<file path="config.mk">
export PLATFORM = sky130hd
export DESIGN_NAME = wburst_seq
export DESIGN_NICKNAME = d
export VERILOG_FILES = /design/src/rtl/wburst_seq.sv
export SDC_FILE = /design/constraint.sdc
export NUM_CORES = 1
export LEC_CHECK = 0
export ABC_AREA = 1
export BUFFER_PORTS_ARGS = -buffer_cell sky130_fd_sc_hd__clkbuf_2
export CAP_MARGIN = 10
export CORE_MARGIN = 5
export CORE_UTILIZATION = 33
export CTS_CLUSTER_DIAMETER = 60
export DETAILED_ROUTE_END_ITERATION = 8
export PLACE_DENSITY = 0.66
export SKIP_LAST_GASP = 1
export SYNTH_ARGS = -nofsm -noshare
export SYNTH_HDL_FRONTEND = slang
export SYNTH_SLANG_ARGS = --single-unit
</file>
<file path="constraint.sdc">
create_clock -name clk -period 1.3 [get_ports clk]
set_input_delay 0.195 -clock clk [delete_from_list [all_inputs] [get_ports clk]]
set_output_delay 0.195 -clock clk [all_outputs]
set_load 0.005 [all_outputs]
</file>
<file path="src/rtl/wburst_seq.sv">
module wburst_seq #(
  parameter int DQ_W    = 16,
  parameter int BA_W    = 2,
  parameter int COL_W   = 8,
  parameter int ADDR_W  = 12,
  parameter int T_WR_PS = 15000,
  parameter int T_CK_PS = 7500
) (
  input  logic              clk,
  input  logic              rst_n,
  input  logic              cas_lat3,
  input  logic              req_valid,
  input  logic [1:0]        req_kind,
  input  logic [BA_W-1:0]   req_bank,
  input  logic [COL_W-1:0]  req_col,
  output logic              req_ready,
  input  logic [DQ_W-1:0]   wr_data,
  output logic              wr_take,
  output logic              cs_n,
  output logic              ras_n,
  output logic              cas_n,
  output logic              we_n,
  output logic [BA_W-1:0]   ba,
  output logic [ADDR_W-1:0] addr,
  output logic              dq_oe,
  output logic [DQ_W-1:0]   dq_out,
  output logic [DQ_W/8-1:0] dqm
);
  localparam int WR_RAW = (T_WR_PS + T_CK_PS - 1) / T_CK_PS;
  localparam int WR_CYC = (WR_RAW < 1) ? 1 : WR_RAW;
  localparam int AGE_W  = $clog2(WR_CYC + 1);
  localparam logic [AGE_W-1:0] AGE_TOP = AGE_W'(WR_CYC);
  localparam logic [AGE_W-1:0] AGE_PRE = AGE_W'(WR_CYC - 1);
  localparam logic [3:0] C_NOP = 4'b0111;
  localparam logic [3:0] C_RD  = 4'b0101;
  localparam logic [3:0] C_WR  = 4'b0100;
  localparam logic [3:0] C_PRE = 4'b0010;

  logic [3:0]        cmd_q;
  logic [BA_W-1:0]   ba_q;
  logic [ADDR_W-1:0] addr_q, addr_n;
  logic              oe_q, cut_q;
  logic [DQ_W-1:0]   dq_q;
  logic [1:0]        rem_q;
  logic [AGE_W-1:0]  age_q;
  logic [2:0]        rdc_q;

  wire is_wr  = (req_kind == 2'd0);
  wire is_rd  = (req_kind == 2'd1);
  wire is_pre = req_kind[1];
  wire pre_ok = (age_q >= AGE_PRE);

  assign req_ready = is_wr ? (rdc_q == 3'd0) : (is_pre ? pre_ok : 1'b1);

  wire fire    = req_valid & req_ready;
  wire fire_wr = fire & is_wr;
  wire fire_rd = fire & is_rd;
  wire halt    = req_valid & ~is_wr;
  wire more    = oe_q & (rem_q != 2'd0);
  wire cont    = more & ~halt;
  wire beat_n  = fire_wr | cont;
  wire cut_set = more & req_valid & is_pre;

  assign wr_take = beat_n;

  always_comb begin
    addr_n = '0;
    if (fire) begin
      if (is_pre) addr_n[10] = req_kind[0];
      else        addr_n[COL_W-1:0] = req_col;
    end
  end

  always_ff @(posedge clk) begin
    if (!rst_n) begin
      cmd_q  <= C_NOP;
      ba_q   <= '0;
      addr_q <= '0;
      oe_q   <= 1'b0;
      dq_q   <= '0;
      rem_q  <= 2'd0;
      age_q  <= AGE_TOP;
      rdc_q  <= 3'd0;
      cut_q  <= 1'b0;
    end else begin
      cmd_q  <= fire ? (is_wr ? C_WR : (is_rd ? C_RD : C_PRE)) : C_NOP;
      if (fire) ba_q <= req_bank;
      addr_q <= addr_n;
      oe_q   <= beat_n;
      dq_q   <= beat_n ? wr_data : '0;
      rem_q  <= fire_wr ? 2'd3 : (cont ? rem_q - 2'd1 : 2'd0);
      if (beat_n)                age_q <= '0;
      else if (age_q != AGE_TOP) age_q <= age_q + 1'b1;
      if (fire_rd)               rdc_q <= cas_lat3 ? 3'd6 : 3'd5;
      else if (rdc_q != 3'd0)    rdc_q <= rdc_q - 3'd1;
      if (cut_set)               cut_q <= 1'b1;
      else if (cmd_q == C_PRE)   cut_q <= 1'b0;
    end
  end

  assign {cs_n, ras_n, cas_n, we_n} = cmd_q;
  assign ba     = ba_q;
  assign addr   = addr_q;
  assign dq_oe  = oe_q;
  assign dq_out = dq_q;
  assign dqm    = {(DQ_W/8){cut_q}};
endmodule

</file>
==> flow_summary.ini <==
[synthesis]
async_flop_share = 0
yosys.area_share.simple = 0.264
post_synth.cell_area_avg_um2 = 8.72
yosys.area_share.xor_xnor = 0.0113
yosys.cell_types.count = 25
adder_cell_share_of_the_synthesized_area = 0.0242
synth.cell_area_um2 = 1550
seq_area_frac_synth = 0.503
netlist.top_cell.by_area = sky130_fd_sc_hd__dfxtp_1
synth_top_cells_by_area = sky130_fd_sc_hd__dfxtp_1, sky130_fd_sc_hd__inv_1, sky130_fd_sc_hd__nor2_4
synth_top_family_by_area = simple AND/OR/NAND/NOR gates
yosys_most_used_dff = sky130_fd_sc_hd__dfxtp_1
synth_seq_cells = 39
yosys_warnings = 0
postSynthCellCount = 178
synth-compound-area-share = 0.0298
synth.most_common_cell = sky130_fd_sc_hd__inv_1
synth_enable_flop_cells = 0
synthTopCellsByCount = sky130_fd_sc_hd__inv_1, sky130_fd_sc_hd__dfxtp_1, sky130_fd_sc_hd__nor2_1, sky130_fd_sc_hd__nand2_1, sky130_fd_sc_hd__nor2_4
synth_top_cell_area_share = 0.503
yosys-mux-area-fraction = 0

[critical_path]
worst-r2r-cell-count = 10
cp_endpoint_kind = output port
critPathBufInv = 3
logic_depth_of_the_worst_setup_path_including_buffers = 7
crit_path_max_fanout = 3
required_ps = 1110
crit_path_frequent_cell = sky130_fd_sc_hd__inv_2
crit_path_max_incr_delay_ps = 330
worst_path_max_delay_cell = sky130_fd_sc_hd__dfxtp_2
timing.setup.critical_path_class = reg -> out
crit_chain = inv_2 > ha_4 > inv_2 > nor2_4 > nand4_4 > nand2_4 > buf_6
cp-start-kind = register
worst_path_arrival_ps = 1260
worst_path_dominant_cell_family = flip-flops

[floorplanning]
die_width_um = 78.6
die_h_um = 78.6
floorplan.initialDensity = 0.335
pin_count = 71
floorplan.rows = 25
die_area_um2 = 6180
core_area_um2 = 4630

[grt]
gr-usage-met3 = 0.0596
antenna_violations_before_repair = 0
grt.met1_usage = 0.123
largest_net_degree_at_the_start_of_global_routing = 12
overflow = 0
globalRoute.busiestLayer = met2
grt_use_total = 0.115
first_global_vias = 1257
met2_usage = 0.192
grt_pass1_wl_mm = 5.47

[placed_design]
routabilityCongestion = 0.773
numPortBuffers = 66
place.detailed.hpwl_mm = 2.47

[job]
max_cap_violations = 0

[sta]
hold_violations = 0
setup_violations = 21
min_period_ps = 1460
slew_headroom = 0.608
fin_tns_setup_ps = -1910
max_freq_ghz = 0.685
postLayoutSetupSlackWorst_ps = -159
grt_setup_unrepaired = yes
final_max_slew_viol_count = 0
layout_worst_path_cycle_share = 1.12
worstMarginPinSlew_ps = 589
clock_skew_ps = 5.80

[cts]
postCtsHoldBufs = 0
clk_pin_slew_worst_paths_ps = 70
clk_latency_ps = 280
cts.path.max_buffers = 2
cts_tree = done
numCtsBuffers = 5
cts-htree-levels = 2
clkSinkCount = 39
clock_tree.root_cell = sky130_fd_sc_hd__clkbuf_8

[power_and_ir_drop]
vdd.ir_drop.worst_v = 0.000703
power.leakage_nw = 1.15
power_density_nw_per_um2 = 1380

[run_status]
run_status = finished with violations
failed_checks = setup timing

[cells_and_area]
area.sequential_um2 = 783
areaGrowthSynthToFinish_pct = 40.5
final.fill_count = 464
final_core_utilization = 0.471
multi_input_comb_area_um2 = 659
drive_above_1_share = 0.461
final_nets = 292
diodes = 0

[detailed_routing]
avgViaCountPerCell = 4.06
drcViolationCount = 0
drtPass1Iterations = 4
detail-route-antenna-nets = 0
drt-initial-drc-count = 39
finalWirelength_mm = 3.31
routed_wire_length_per_instance_um = 10.6
dr_total_vias = 1267

[worst_hold_path]
min_path_type = in -> reg
hold-path-cell-count = 3
sequential cells by signal (all words and copies together), names as in the netlist, 2 cells and up:
register,count
cmd_q,3
dq_out,16
rdc_q,3
ba,2
age_q,2
addr,9
rem_q,2
per-layer routing:
metal  wire (um)  vias to the layer above
met3         347                        2
met4          19                        0
li1            -                      665
met1        1250                      555
met2        1690                       45
met5           0                        -
final timing paths:
path | from | end | slack [ps]
max | rdc_q[0]$_SDFFE_PN0P_ | wr_take | -160
min | req_col[4] | addr[4]$_SDFF_PP0_ | 100
max reg2reg | rdc_q[0]$_SDFFE_PN0P_ | rem_q[1]$_SDFF_PN0_ | -120
min reg2reg | rdc_q[1]$_SDFFE_PN0P_ | rdc_q[1]$_SDFFE_PN0P_ | 480
metrics by stage:
step / hold WS [ps] / instances / power [mW] / setup slack (ps) / cell area (um2)
CTS: 88.7 / 311 / 3.00 / -218 / 2080
global placement: 393 / 295 / 2.03 / 57.9 / 1900
floorplan: 295 / 181 / 1.85 / 30.9 / 1560
global route: 97.5 / 312 / 3.23 / -221 / 2180
finish: 103 / 312 / 3.01 / -159 / 2180
detailed placement: 395 / 295 / 2.05 / -20.3 / 1900
power breakdown:
group,internal [mW],leakage [nW],switching [mW]
Sequential,1.30,0.318,0.0609
Clock,0.376,0.0422,0.381
Combinational,0.410,0.791,0.483
Total,2.09,1.15,0.925
worst register-to-register path: cells and delay by family, from the launching register on:
family        cells  cell delay, ps
fa+ha+maj         1             140
buf+inv           4             360
flops             1             330
simple gates      5             530
logic make-up after synthesis:
logic type / Yosys count
buffers and inverters: 55
and+or+nand+nor: 70
xor gates and xnor gates: 2
DFF: 39
adders and majority gates: 3
other: 1
AOI/OAI and AO/OA: 8
cell type report:
cell class	count	area share
Inverter	46	0.0792
Clock inverter	1	0.00229
Clock buffer	7	0.0350
Timing Repair Buffer	75	0.191
Sequential cell	39	0.359
Tap cell	54	0.0310
Multi-Input combinational cell	90	0.302
timing repair:
| item | 4_1_cts | 5_1_grt |
|---|---|---|
| setup buffers | 6 | 2 |
| resized for setup | 9 | 22 |
| pin swaps | 4 | 5 |
| cloned | 2 | 1 |
| setup endpoints to repair | 19 | 33 |
cells in the final DEF (no fill, tap or decap), types with 2 or more instances in the layout:
cell                       netlist  routed
sky130_fd_sc_hd__clkbuf_1        0       2
sky130_fd_sc_hd__o21ai_0         3       3
sky130_fd_sc_hd__nand2_2         1       2
sky130_fd_sc_hd__xor2_1          2       2
sky130_fd_sc_hd__conb_1          1       4
sky130_fd_sc_hd__nand3_1         7       7
sky130_fd_sc_hd__nor2_2          0       3
sky130_fd_sc_hd__clkbuf_2        0      65
sky130_fd_sc_hd__ha_4            0       2
sky130_fd_sc_hd__buf_4           7       8
sky130_fd_sc_hd__dfxtp_2         0       2
sky130_fd_sc_hd__nand4_1         2       2
sky130_fd_sc_hd__nor2_4         10      15
sky130_fd_sc_hd__nand2_8         1       4
sky130_fd_sc_hd__inv_1          44      40
sky130_fd_sc_hd__nand2_1        19      18
sky130_fd_sc_hd__a21oi_1         3       3
sky130_fd_sc_hd__nor2_1         25      17
sky130_fd_sc_hd__dfxtp_1        39      37
sky130_fd_sc_hd__inv_2           2       6
sky130_fd_sc_hd__clkbuf_8        0       5
(Power assumes the default switching activity.)
